File: src/rtl/arb_pkg.sv
package arb_pkg;
  // reason for the owner decision in a cycle
  typedef enum logic [2:0] {
    DEC_PARK,
    DEC_KEEP,
    DEC_LOCKED,
    DEC_PREEMPT,
    DEC_EXPIRE,
    DEC_HANDOFF
  } arb_dec_e;

  // selects which candidate mask a picker instance scans
  localparam int PICK_ALL  = 0;
  localparam int PICK_OTH  = 1;
  localparam int PICK_CORE = 2;
  localparam int PICK_NUM  = 3;
endpackage

File: src/rtl/arb_rst_sync.sv
module arb_rst_sync #(
  parameter int STAGES = 2
) (
  input  logic clk_i,
  input  logic rst_ni,
  output logic rst_no
);
  logic [STAGES-1:0] sync_q;

  always_ff @(posedge clk_i or negedge rst_ni) begin
    if (!rst_ni) sync_q <= '0;
    else         sync_q <= {sync_q[STAGES-2:0], 1'b1};
  end

  assign rst_no = sync_q[STAGES-1];
endmodule

File: src/rtl/arb_rot_pick.sv
module arb_rot_pick #(
  parameter int N  = 6,
  parameter int IW = (N > 1) ? $clog2(N) : 1
) (
  input  logic [N-1:0]  mask_i,
  input  logic [IW-1:0] start_i,
  output logic          vld_o,
  output logic [IW-1:0] idx_o
);
  // scan from start_i upward with wrap; the nearest set bit wins
  always_comb begin
    vld_o = 1'b0;
    idx_o = '0;
    for (int k = N - 1; k >= 0; k--) begin
      int p;
      p = (int'(start_i) + k) % N;
      if (mask_i[p]) begin
        vld_o = 1'b1;
        idx_o = IW'(p);
      end
    end
  end
endmodule

File: src/rtl/arb_tenure.sv
module arb_tenure #(
  parameter int W = 8
) (
  input  logic         clk_i,
  input  logic         rst_ni,
  input  logic         new_grant_i,
  input  logic [W-1:0] limit_i,
  output logic         expired_o
);
  localparam logic [W-1:0] CNT_MAX = '1;

  logic [W-1:0] cnt_q, cnt_d;
  logic         cnt_en;

  // cycles the present owner has held the bus, saturating
  always_comb begin
    cnt_en = new_grant_i || (cnt_q != CNT_MAX);
    cnt_d  = new_grant_i ? W'(1) : cnt_q + W'(1);
  end

  always_ff @(posedge clk_i or negedge rst_ni) begin
    if (!rst_ni)     cnt_q <= '0;
    else if (cnt_en) cnt_q <= cnt_d;
  end

  assign expired_o = (limit_i != '0) && (cnt_q >= limit_i);

  a_r8_fresh_count: assert property (@(posedge clk_i) disable iff (!rst_ni)
    new_grant_i |=> (cnt_q == W'(1)));
endmodule

File: src/rtl/mp_bus_arbiter.sv
module mp_bus_arbiter #(
  parameter int N     = 6,
  parameter int LIM_W = 8,
  parameter int IW    = $clog2(N),
  parameter int ID_W  = $clog2(N + 1)
) (
  input  logic             clk_i,
  input  logic             rst_ni,
  input  logic             rotate_i,
  input  logic [LIM_W-1:0] tenure_limit_i,
  input  logic [N-1:0]     req_i,
  input  logic [N-1:0]     lock_i,
  input  logic [N-1:0]     core_pri_i,
  output logic [N-1:0]     grant_o,
  output logic [ID_W-1:0]  owner_id_o
);
  import arb_pkg::*;

  localparam logic [IW-1:0] LAST_IDX = IW'(N - 1);

  logic           rst_n;
  logic [IW-1:0]  owner_q, owner_d;
  logic           owner_vld_q, owner_vld_d;
  logic           own_en;
  logic [N-1:0]   own_oh;
  logic [IW-1:0]  scan_start;
  logic           own_lock, own_req, own_core;
  logic           expired;
  arb_dec_e       dec;

  logic [N-1:0]   pick_mask [PICK_NUM];
  logic           pick_vld  [PICK_NUM];
  logic [IW-1:0]  pick_idx  [PICK_NUM];

  arb_rst_sync #(.STAGES(2)) i_rst_sync (
    .clk_i  (clk_i),
    .rst_ni (rst_ni),
    .rst_no (rst_n)
  );

  // present owner as one-hot and its control bits
  always_comb begin
    own_oh   = owner_vld_q ? (N'(1) << owner_q) : '0;
    own_lock = owner_vld_q && lock_i[owner_q];
    own_req  = owner_vld_q && req_i[owner_q];
    own_core = core_pri_i[owner_q];
  end

  // rotating scheme starts just past the owner, fixed scheme at zero
  always_comb begin
    scan_start = '0;
    if (rotate_i && owner_vld_q)
      scan_start = (owner_q == LAST_IDX) ? '0 : owner_q + IW'(1);
  end

  always_comb begin
    pick_mask[PICK_ALL]  = req_i;
    pick_mask[PICK_OTH]  = req_i & ~own_oh;
    pick_mask[PICK_CORE] = req_i & core_pri_i & ~own_oh;
  end

  for (genvar g = 0; g < PICK_NUM; g++) begin : g_pick
    arb_rot_pick #(.N(N), .IW(IW)) i_pick (
      .mask_i  (pick_mask[g]),
      .start_i (scan_start),
      .vld_o   (pick_vld[g]),
      .idx_o   (pick_idx[g])
    );
  end

  arb_tenure #(.W(LIM_W)) i_tenure (
    .clk_i       (clk_i),
    .rst_ni      (rst_n),
    .new_grant_i (own_en),
    .limit_i     (tenure_limit_i),
    .expired_o   (expired)
  );

  // ownership decision
  always_comb begin
    dec = DEC_PARK;
    if (own_lock)                                 dec = DEC_LOCKED;
    else if (own_req) begin
      if (!own_core && pick_vld[PICK_CORE])       dec = DEC_PREEMPT;
      else if (expired && pick_vld[PICK_OTH])     dec = DEC_EXPIRE;
      else                                        dec = DEC_KEEP;
    end
    else if (pick_vld[PICK_ALL])                  dec = DEC_HANDOFF;
  end

  always_comb begin
    owner_d     = owner_q;
    owner_vld_d = owner_vld_q;
    unique case (dec)
      DEC_PREEMPT: begin owner_d = pick_idx[PICK_CORE]; owner_vld_d = 1'b1; end
      DEC_EXPIRE:  begin owner_d = pick_idx[PICK_OTH];  owner_vld_d = 1'b1; end
      DEC_HANDOFF: begin owner_d = pick_idx[PICK_ALL];  owner_vld_d = 1'b1; end
      default:     ;
    endcase
    own_en = (owner_vld_d != owner_vld_q) || (owner_d != owner_q);
  end

  always_ff @(posedge clk_i or negedge rst_n) begin
    if (!rst_n) begin
      owner_q     <= '0;
      owner_vld_q <= 1'b0;
    end else if (own_en) begin
      owner_q     <= owner_d;
      owner_vld_q <= owner_vld_d;
    end
  end

  assign grant_o    = own_oh;
  assign owner_id_o = owner_vld_q ? ID_W'(owner_q) + ID_W'(1) : '0;

  // ---------------- assertions ----------------
  a_r2_single_grant: assert property (@(posedge clk_i) disable iff (!rst_n)
    $onehot0(grant_o));

  a_r2_id_agrees: assert property (@(posedge clk_i) disable iff (!rst_n)
    (owner_id_o == '0) == (grant_o == '0));

  a_r7_lock_holds: assert property (@(posedge clk_i) disable iff (!rst_n)
    (owner_vld_q && lock_i[owner_q]) |=> (owner_vld_q && owner_q == $past(owner_q)));

  a_r6_parked: assert property (@(posedge clk_i) disable iff (!rst_n)
    (owner_vld_q && req_i == '0) |=> (owner_vld_q && owner_q == $past(owner_q)));

  a_r8_expiry_hands_over: assert property (@(posedge clk_i) disable iff (!rst_n)
    (owner_vld_q && !lock_i[owner_q] && req_i[owner_q] && expired && (req_i & ~own_oh) != '0)
      |=> (owner_q != $past(owner_q)));

  a_r12_core_kept: assert property (@(posedge clk_i) disable iff (!rst_n)
    (owner_vld_q && req_i[owner_q] && core_pri_i[owner_q] && !expired)
      |=> (owner_q == $past(owner_q)));
endmodule

File: config.mk
export PLATFORM = sky130hd
export DESIGN_NAME = mp_bus_arbiter
export DESIGN_NICKNAME = d
export VERILOG_FILES = /design/src/rtl/arb_pkg.sv /design/src/rtl/arb_rst_sync.sv /design/src/rtl/arb_rot_pick.sv /design/src/rtl/arb_tenure.sv /design/src/rtl/mp_bus_arbiter.sv
export SDC_FILE = /design/constraint.sdc
export NUM_CORES = 1
export LEC_CHECK = 0
export BUFFER_PORTS_ARGS = -buffer_cell sky130_fd_sc_hd__buf_2
export CAP_MARGIN = 20
export CORE_MARGIN = 5
export CORE_UTILIZATION = 55
export DETAILED_ROUTE_END_ITERATION = 8
export GPL_TIMING_DRIVEN = 0
export PLACE_DENSITY = 0.75
export SLEW_MARGIN = 10
export SYNTH_ARGS = -nofsm -noshare
export SYNTH_HDL_FRONTEND = slang
export SYNTH_SLANG_ARGS = --single-unit
File: constraint.sdc
create_clock -name clk_i -period 2.4 [get_ports clk_i]
set_clock_uncertainty 0.1 [all_clocks]
set_input_delay 0.12 -clock clk_i [delete_from_list [all_inputs] [get_ports clk_i]]
set_output_delay 0.12 -clock clk_i [all_outputs]
set_load 0.005 [all_outputs]
# --- Word-level counts from Yosys, hierarchy flattened ---
# Index checks and enable logic that the tools add are counted.
totals:
  out_inout_bits: 9
  word_cells: 156
  ff_bits: 14
  in_bits: 29
classes:
  eq_ne: 7
  reduce_logical: 11
  bitwise_logic: 4
  shifts: 1
  magnitude_cmp: 8
  n_addsub: 7
  n_div: 6
  n_mux: 108
ops:
  columns: ["operator", "count"]
  rows:
  - ["32-bit by 5-bit < comparator with 1-bit output, second input constant", 6]
  - ["32-bit by 4-bit modulo with 32-bit output, second input constant", 5]
  - ["3-bit 2-to-1 mux", 26]
  - ["1-bit binary-select mux with 3-bit select", 21]
  - ["1-bit 2-to-1 mux", 58]
  - ["4-bit by 4-bit modulo with 32-bit output, second input constant", 1]
  - ["6-bit bitwise AND", 3]
  - ["3-bit == test, second input constant", 3]
  - ["3-bit one-hot mux with 3 select lines", 1]
  - ["3-bit by 2-bit adder with 4-bit output, second input constant", 2]
  - ["3-bit by 3-bit adder with 4-bit output, second input constant", 2]
  - ["8-bit by 1-bit adder with 8-bit output, second input constant", 1]
  - ["8-bit greater-or-equal comparator", 1]
  - ["8-bit 2-to-1 mux", 1]
  - ["8-bit inequality test, second input constant", 1]
  - ["8-bit nonzero test", 1]
  - ["1-bit logical AND", 6]
  - ["6-bit 2-to-1 mux", 1]
  - ["6-bit NOT", 1]
  - ["1-bit by 3-bit << shifter with 6-bit output, first input constant", 1]
  - ["3-bit by 1-bit adder with 4-bit output, second input constant", 1]
  - ["3-bit by 4-bit < comparator with 1-bit output, second input constant", 1]
  - ["3-bit by 1-bit adder with 3-bit output, second input constant", 1]
  - ["3-bit by 2-bit == test with 1-bit output, second input constant", 1]
  - ["5 further kinds", 6]

# --- Depth between registers and ports, before layout ---
# Gate-level depths: netlist of run 1.
logic_depth:
  word_depth: 25
  mapped_depth: 26
  mapped_depth_nobuf: 22

# --- By module ---
# From an unflattened synthesis of run 1, not the netlist that was laid out.
unflattened:
  cells_unflattened: 629
  hier_area_um2: 4847.1
by_module_without_submodules:
  columns: ["mod", "cells_per_inst", "area_each_um2", "instances", "seq_area_each_um2"]
  rows:
  - ["arb_rot_pick", 152, 1123.6, 3, 0.0]
  - ["mp_bus_arbiter", 100, 795.8, 1, 100.1]
  - ["arb_tenure", 70, 626.9, 1, 200.2]
  - ["arb_rst_sync", 3, 53.8, 1, 50.0]

# --- Worst setup path after synthesis of run 1 ---
# OpenSTA, ideal clock, no wires.
synth_path:
  kind: "reg2reg"
  startpoint: "register owner_q[1]"
  endpoint: "register i_tenure.cnt_q[0]"
  setup_time_ns: 0.121
  n_path_buf: 1
  required_ns: 2.179
  slack_ns: -3.068
  synth_period_minus_slack_ns: 5.468
  arrival_ns: 5.247
  path_stages_with_launch: 23
  path_cell_list: "dfrtp_1 -> clkbuf_1 -> inv_1 -> ha_1 -> and2_1 -> nor3_4 -> ha_1 -> nor2b_1 -> nand3_2 -> inv_2 -> ha_1 -> nand2b_1 -> o2111ai_1 -> nand2_1 -> o32ai_2 -> mux2_4 -> a21o_1 -> or4_1 -> a211oi_1 -> a311oi_2 -> xnor2_1 -> a41oi_4 -> nand2b_1"
synth_between:
  elab_chain_len: 25
  word_cells_on_any_way: 137
  classes_between: "add/sub: 6; div: 6; eq/ne: 6; shift: 1; mux: 107; bitwise: 3; reduce/logical: 8"
synth_rtl:
  columns: ["element", "line_no", "source"]
  rows:
  - ["start, declared", "mp_bus_arbiter.sv:22", "logic [IW-1:0] owner_q, owner_d;"]
  - ["start signal, assigned", "mp_bus_arbiter.sv:108", "owner_q <= owner_d;"]
  - ["3-bit by 1-bit adder with 3-bit output / 3-bit == test (equally long branches)", "mp_bus_arbiter.sv:53", "scan_start = (owner_q == LAST_IDX) ? '0 : owner_q + IW'(1);"]
  - ["3-bit 2-to-1 mux", "mp_bus_arbiter.sv:53", null]
  - ["3-bit 2-to-1 mux", "mp_bus_arbiter.sv:52", "if (rotate_i && owner_vld_q)"]
  - ["3-bit by 3-bit adder with 4-bit output", "arb_rot_pick.sv:16", "p = (int'(start_i) + k) % N;"]
  - ["32-bit by 4-bit modulo with 32-bit output", "arb_rot_pick.sv:16", null]
  - ["1-bit binary-select mux with 3-bit select", "arb_rot_pick.sv:17", "if (mask_i[p]) begin"]
  - ["1-bit 2-to-1 mux (implied by the code) (2 in series)", "arb_rot_pick.sv:17", null]
  - ["1-bit 2-to-1 mux (6 in series)", "arb_rot_pick.sv:17", null]
  - ["[... 3 more ...]", null, null]
  - ["3-bit 2-to-1 mux", "mp_bus_arbiter.sv:83", "else if (own_req) begin"]
  - ["3-bit 2-to-1 mux", "mp_bus_arbiter.sv:82", "if (own_lock) dec = DEC_LOCKED;"]
  - ["3-bit == test / 3-bit by 2-bit == test with 1-bit output (equally long branches)", "mp_bus_arbiter.sv:94", "unique case (dec)"]
  - ["3-bit OR reduction (no source line)", null, null]
  - ["1-bit 2-to-1 mux", "mp_bus_arbiter.sv:94", null]
  - ["1-bit inequality test", "mp_bus_arbiter.sv:100", "own_en = (owner_vld_d != owner_vld_q) || (owner_d != owner_q);"]
  - ["1-bit logical OR *", "mp_bus_arbiter.sv:100", null]
  - ["8-bit 2-to-1 mux / 1-bit logical OR (equally long branches)", "arb_tenure.sv:18, arb_tenure.sv:17", null]
  - ["end signal, assigned", "arb_tenure.sv:23", "else if (cnt_en) cnt_q <= cnt_d;"]
  - ["end, declared", "arb_tenure.sv:12", "logic [W-1:0] cnt_q, cnt_d;"]
# Every way passes the cells marked *; elsewhere a longest branch is shown, timed or not. The select of a mux whose other input is x is not followed.
# A chain may end at the register's enable or synchronous reset.

# --- Worst setup path in the final report of run 1 ---
layout_path:
  startpoint: "register owner_q[0]"
  endpoint: "register i_tenure.cnt_q[0]"
# Same word-level chain as after synthesis.

==> impl_results.md, run 1 <==
- Clock power share: 3.0%
- Data arrival, critical path: 5.74 ns
- CP Capture Type: flop
- Pre-CTS setup slack: -3.74 ns
- Total CTS buffers: 3
- CTS max path bufs: 2
- Mean Syn Cell Area: 7.56 µm²
- Starting Density: 56.6%
- Share of cells above drive strength 1: 45.9%
- YS warnings: 0
- Synth Area in Simple Gates: 29.0%
- Detailed placement HPWL: 10800 µm
- Number of synthesized flops with an enable pin: 0
- Post-DR wirelength/cell: 26.2 µm
- Crit path setup slack, layout: -3.24 ns
- Boundary Pins: 38
- Iter 0 DRT Violations: 1073
- Psw: 4.40 mW
- Top FF cell, synth: dfrtp_1
- Power per Cell Area: 1390 nW/µm²
- Run status: finished with violations
- CTS H-tree depth: 1
- Critical path cell sequence: buf_12 -> ha_4 -> buf_12 -> nor2_4 -> nor3_4 -> buf_4 -> buf_6 -> buf_4 -> buf_4 -> ha_1 -> nor2_1 -> inv_1 -> o32ai_1 -> nand2_1 -> o21ai_2 -> or2_1 -> o41ai_4 -> buf_4 -> buf_4 -> a311oi_4 -> inv_2 -> a41oi_4 -> nand2b_4
- Adder-cell area share of the yosys netlist: 9.06%
- Fin Setup TNS: -37.18 ns
- Critical path class: flop to flop
- Sequential Power Share: 4.8%
- First-pass GRT wire length: 25500 µm
- Critical path required time: 2.50 ns
- Peak VDD IR: 0.000858 V
- ANT nets after route: 0
- Synthesized area: 3870 µm²
- Mux cell area share after synthesis: 9.35%
- Most common cell after layout, fill and taps aside: buf_4
- Slowest-stage cell, CP: o32ai_1
- Overall Power: 8.21 mW
- Total global-route track usage: 36.3%
- Failing checks: design-rule violations, negative setup slack
- Asr flop ratio synth: 100%
- Core footprint: 6830 µm²
- NumNets Final: 711
- Clk sinks: 14
- Fmax: 0.177 GHz
- N_diodes: 0
- Tcrit/Tclk final: 235%
- Cell family with most CP delay: compound AO/OA/AOI/OAI gates
- Compound-cell area share of the yosys netlist: 34.9%
- Worst Path Buf+Inv: 10
- DRT Pass-1 Iters: 9
- Vias per cell: 7.58
- Largest net degree at the start of global routing: 13
- Most frequent cells in the layout: 88 x buf_4, 39 x buf_2, 37 x nor2_1
- Placed inst area: 4420 µm²
- Rel. slew slack: 19.5%
- P&R area growth vs syn: 52.3%
- Seq. cell area: 353 µm²
- # DRC: 1
- Die H: 93.9 µm
- CTS tree: built
- Sequential area share after synthesis: 9.06%
- Clk_lat worst skew: 0.26 ns
- Internal power: 3.81 mW
- Area of the multi-input gates: 3980 µm²
- FP Rows: 30
- Clock transition at the registers of the reported paths: 0.06 ns
- Number of global-route vias before repair: 5091
- Number of synthesized register bits: 14
- Hold Crit Class: input port to async pin
- Comb power frac: 92.2%
- Max FO, Critical Path: 8
- Slew of the pin with the lowest slew margin: 1.20 ns
- Leakage: 2.56 nW
- Port bufs: 37
- Max Cap Viol: 0
- Minimum clock period: 5.64 ns
- WHS: 0.0698 ns
- Final Slew Violations: 0
- Main combinational cell family by area after synthesis: compound AO/OA/AOI/OAI gates
- Die width: 93.9 µm
- Post-Synth XOR/XNOR Area: 2.39%
- Net Sw Frac: 53.6%
- Hold Fails Final Rpt: 0
- Synth Net Count: 569
- Max stage delay on crit path: 0.98 ns
- Vias: 5676
- Routability cong.: 0.992
- Setup violations, final: 12
- Die area: 8810 µm²
- Root buffer cell: clkbuf_8
- Library cells used by synthesis: 96
- RSZ-0062 raised after global routing: yes
- Design Area, Final: 5890 µm²
- Post-Route WL: 19600 µm
- Cell mode on critical path: buf_4
- Total congestion overflow: 0
- Fillcell total: 349
- Initial antenna violation count: 0
- Cells after Synth: 512
- Startpoint types: flop
[synthesized netlist by cell type, types with 8 or more instances]
| master | n | area (µm²) |
|---|---|---|
| a211oi_1 | 8 | 60.1 |
| a21o_1 | 9 | 67.6 |
| a21oi_1 | 30 | 150 |
| and2_1 | 8 | 50.1 |
| and3_1 | 10 | 62.6 |
| buf_2 | 8 | 40.0 |
| dfrtp_1 | 14 | 350 |
| ha_1 | 28 | 350 |
| inv_1 | 27 | 101 |
| mux2i_1 | 20 | 200 |
| nand2_1 | 37 | 139 |
| nand2b_1 | 12 | 75.1 |
| nand3_1 | 21 | 105 |
| nor2_1 | 45 | 169 |
| nor3_1 | 19 | 95.1 |
| o21ai_0 | 23 | 115 |
[kinds of logic after synthesis]
kind of cell,Yosys count
adders and majority gates,28
other,1
AOI/OAI and AO/OA,171
buffers and inverters,53
and+or+nand+nor,206
muxes,31
xor gates and xnor gates,8
DFF,14
[timing repair]
action                                  CTS  global route
setup buffers                            71            29
endpoints found under the setup margin   12            12
resized for setup                        97            41
hold buffers                              1             0
pin swaps                                43            40
endpoints found under the hold margin     2             0
[layout make-up]
class	instances	share of cell area (%)
plain buffers	18	3.19
clock buffers	4	0.935
flip-flops and latches	14	5.99
inverters	34	2.93
well taps	96	2.04
multi-input cells	445	67.6
repair buffers	138	17.3
[registers in the layout, indices dropped and copies added, names as in the netlist]
signal / count
i_tenure.cnt_q: 8
i_rst_sync.sync_q: 2
owner_vld_q: 1
owner_q: 3
[metrics by stage]
stage | cells | utilization (%)
CTS | 720 | 80.1
detailed placement | 645 | 64.7
floorplan | 512 | -
finish | 749 | 86.2
global placement | 645 | 64.7
global route | 749 | 86.2
[path summary, 6_finish.rpt]
| kind | startpoint | end | slack [ns] | cells past startpoint |
|---|---|---|---|---|
| max | owner_q[0] | i_tenure.cnt_q[0] | -3.24 | 23 |
| max reg2reg | owner_q[0] | i_tenure.cnt_q[0] | -3.24 | 23 |
| min reg2reg | i_rst_sync.sync_q[1] | owner_vld_q | 0.11 | 0 |
| max in group asynchronous | i_rst_sync.sync_q[1] | owner_q[1] | 1.72 | 0 |
| min | rst_ni | i_rst_sync.sync_q[0] | 0.07 | 2 |
| min in group clk_i | i_rst_sync.sync_q[0] | i_rst_sync.sync_q[1] | 0.27 | 0 |
[power groups by stage]
| stage | clock (mW) | combinational [mW] | sequential, mW |
|---|---|---|---|
| 2_1_floorplan | 0 | 3.71 | 0.375 |
| 6_report | 0.243 | 7.57 | 0.396 |
| 5_1_grt | 0.251 | 7.84 | 0.402 |
| 3_5_place_dp | 0 | 4.80 | 0.401 |
| 3_3_place_gp | 0 | 4.71 | 0.398 |
| 4_1_cts | 0.238 | 6.20 | 0.383 |
[per-layer routing]
layer / vias to the layer above / global-route usage (%) / wire, µm
li1: 2249 / - / -
met1: 2543 / 44.6 / 6600
met2: 656 / 58.0 / 8330
met3: 228 / 7.37 / 2740
met4: 0 / 22.1 / 1910
met5: - / 0 / 0
No activity file was read; power rests on OpenSTA's default activity.
==> run 2, diff against run 1 <==
--- a/config.mk
+++ b/config.mk
@@ -6,8 +6,9 @@
 export NUM_CORES = 1
 export LEC_CHECK = 0
 export BUFFER_PORTS_ARGS = -buffer_cell sky130_fd_sc_hd__buf_2
-export CAP_MARGIN = 20
-export CORE_MARGIN = 5
+export CAP_MARGIN = 15
+export CORE_ASPECT_RATIO = 0.7
+export CORE_MARGIN = 2
 export CORE_UTILIZATION = 55
 export DETAILED_ROUTE_END_ITERATION = 8
 export GPL_TIMING_DRIVEN = 0
==> run 2 against run 1 <==
Combinational power decreased by 8.3%. Maximum frequency increased by 3.0%. The run ends with negative setup slack left. Largest cell class unchanged. Design area decreased by 4.8%. Count of clock-buffer cells in the layout stayed put.
==> impl_results.md, run 2 (synthesis results as in run 1) <==
- Slowest-stage cell, CP: dfrtp_2
- ANT nets after route: 0
- Largest net degree at the start of global routing: 13
- Clk_lat worst skew: 0.25 ns
- Max stage delay on crit path: 0.48 ns
- Critical path cell sequence: buf_6 -> ha_4 -> and2_4 -> nor3_4 -> inv_4 -> ha_4 -> buf_4 -> nor2_1 -> nor4_1 -> o21ai_1 -> nand2_1 -> mux2i_1 -> or2_4 -> o41ai_4 -> buf_4 -> nor3b_4 -> buf_4 -> a211oi_2 -> xnor2_1 -> a41oi_4 -> nand2b_4
- Final Slew Violations: 0
- Initial antenna violation count: 0
- Die area: 7730 µm²
- Critical path class: flop to flop
- Failing checks: negative setup slack
- Share of cells above drive strength 1: 43.1%
- Largest register FFs: 8
- Routability cong.: 1.05
- Total CTS buffers: 3
- CTS max path bufs: 2
- Run status: finished with violations
- Cell mode on critical path: buf_4
- CP Capture Type: flop
- Post-DR wirelength/cell: 23.7 µm
- NumNets Final: 701
- Top flop regs: i_tenure.cnt_q (8), owner_q (3), i_rst_sync.sync_q (2)
- Setup violations, final: 12
- Data arrival, critical path: 5.51 ns
- Hold Fails Final Rpt: 0
- # DRC: 0
- CTS tree: built
- Vias: 5351
- Most common cell after layout, fill and taps aside: buf_4
- Startpoint types: flop
- First-pass GRT wire length: 23900 µm
- Internal power: 3.48 mW
- Detailed placement HPWL: 11000 µm
- Most frequent cells in the layout: 83 x buf_4, 38 x buf_2, 37 x nor2_1
- Clock transition at the registers of the reported paths: 0.06 ns
- Crit path setup slack, layout: -3.08 ns
- Highest Signal Layer: met4
- Overall Power: 7.60 mW
- Peak VDD IR: 0.000850 V
- DRT Pass-1 Iters: 6
- N_diodes: 0
- Post-Route WL: 17500 µm
- Wire length on met1: 6660 µm
- Core footprint: 6790 µm²
- RSZ-0062 raised after global routing: yes
- CTS H-tree depth: 1
- P&R area growth vs syn: 45.0%
- Fmax: 0.183 GHz
- Slew of the pin with the lowest slew margin: 0.876 ns
- Worst Path Buf+Inv: 5
- Boundary Pins: 38
- Die width: 104 µm
- Max FO, Critical Path: 8
- Psw: 4.12 mW
- Total global-route track usage: 39.3%
- Tcrit/Tclk final: 228%
- Register name with the most flops: i_tenure.cnt_q
- Leakage: 2.45 nW
- Fin Setup TNS: -34.16 ns
- Cell family with most CP delay: simple AND/OR/NAND/NOR gates
- Vias per cell: 7.26
- Clock power share: 3.0%
- Setup crit start: owner_q[0]
- Net Sw Frac: 54.2%
- Total congestion overflow: 0
- Starting Density: 57.0%
- Met2 WL: 7010 µm
- FP Rows: 25
- Die H: 74.2 µm
- Comb power frac: 91.4%
- Port bufs: 37
- Minimum clock period: 5.48 ns
- Met3 wire len: 2920 µm
- Rel. slew slack: 41.6%
- Util after Layout: 82.6%
- Root buffer cell: clkbuf_8
- Number of global-route vias before repair: 4510
- Sequential Power Share: 5.6%
- Max Cap Viol: 0
- Clk sinks: 14
- Iter 0 DRT Violations: 907
- Critical path required time: 2.43 ns
- Power per Cell Area: 1350 nW/µm²
- Worst r2r src: owner_q[0]
- Hold Crit Class: flop to async pin
==> run 2: repair_timing <==
item / 4_1_cts / 5_1_grt
pin swaps: 35 / 35
endpoints found under the setup margin: 12 / 12
cloned: 0 / 0
resized for setup: 63 / 37
hold buffers: 1 / 0
buffers inserted: 59 / 31
hold endpoints to repair: 2 / 0
==> run 2: final cells by class <==
class                      instances  area, µm²
multi-input combinational        445       3820
fill                             428       1180
timing repair buffer             128        917
sequential                        14        353
buffer                            18        185
inverter                          34        160
tap                               94        118
clock buffer                       4       55.1
==> run 2: path summary, 6_finish.rpt <==
kind / endpoint / depth (start not counted) / slack [ns]
max: i_tenure.cnt_q[0] / 21 / -3.08
min: i_tenure.cnt_q[4] / 0 / 0.10
max reg2reg: i_tenure.cnt_q[0] / 21 / -3.08
min reg2reg: i_tenure.cnt_q[4] / 0 / 0.10
max in group asynchronous: owner_q[1] / 0 / 1.72
min in group clk_i: i_rst_sync.sync_q[1] / 0 / 0.26
==> run 2: routing by layer <==
| layer | vias up | GRT usage, % |
|---|---|---|
| li1 | 2234 | - |
| met5 | - | 0 |
| met2 | 540 | 57.5 |
| met3 | 144 | 15.4 |
| met1 | 2433 | 54.2 |
| met4 | 0 | 10.4 |
==> run 2: worst register-to-register path, delay by kind of cell, from the launching register on <==
family	cells	cell delay (ns)
AO/OA/AOI/OAI	4	1.11
adder cells (fa/ha/maj)	2	0.38
XOR/XNOR	1	0.32
AND/OR/NAND/NOR	8	1.98
buffers and inverters	5	0.75
flip-flops	1	0.48
multiplexers	1	0.23
==> run 2: per-stage QoR <==
step | std cells | hold WS, ns | cell area, µm² | worst slack [ns]
after global routing | 737 | 0.123 | 5610 | -3.13
after floorplan | 512 | -0.276 | 4110 | -2.62
after detailed placement | 643 | -0.195 | 4410 | -3.53
final | 737 | 0.103 | 5610 | -3.08
after global placement | 643 | -0.196 | 4410 | -3.44
after CTS | 707 | 0.0822 | 5240 | -2.81
==> run 2: power by group through the flow <==
| stage | clock network, mW | logic (mW) | registers, mW |
|---|---|---|---|
| 2_1_floorplan | 0 | 3.71 | 0.375 |
| 3_3_place_gp | 0 | 4.70 | 0.416 |
| 3_5_place_dp | 0 | 4.76 | 0.419 |
| 4_1_cts | 0.233 | 5.84 | 0.401 |
| 5_1_grt | 0.241 | 7.17 | 0.426 |
| 6_report | 0.231 | 6.94 | 0.425 |
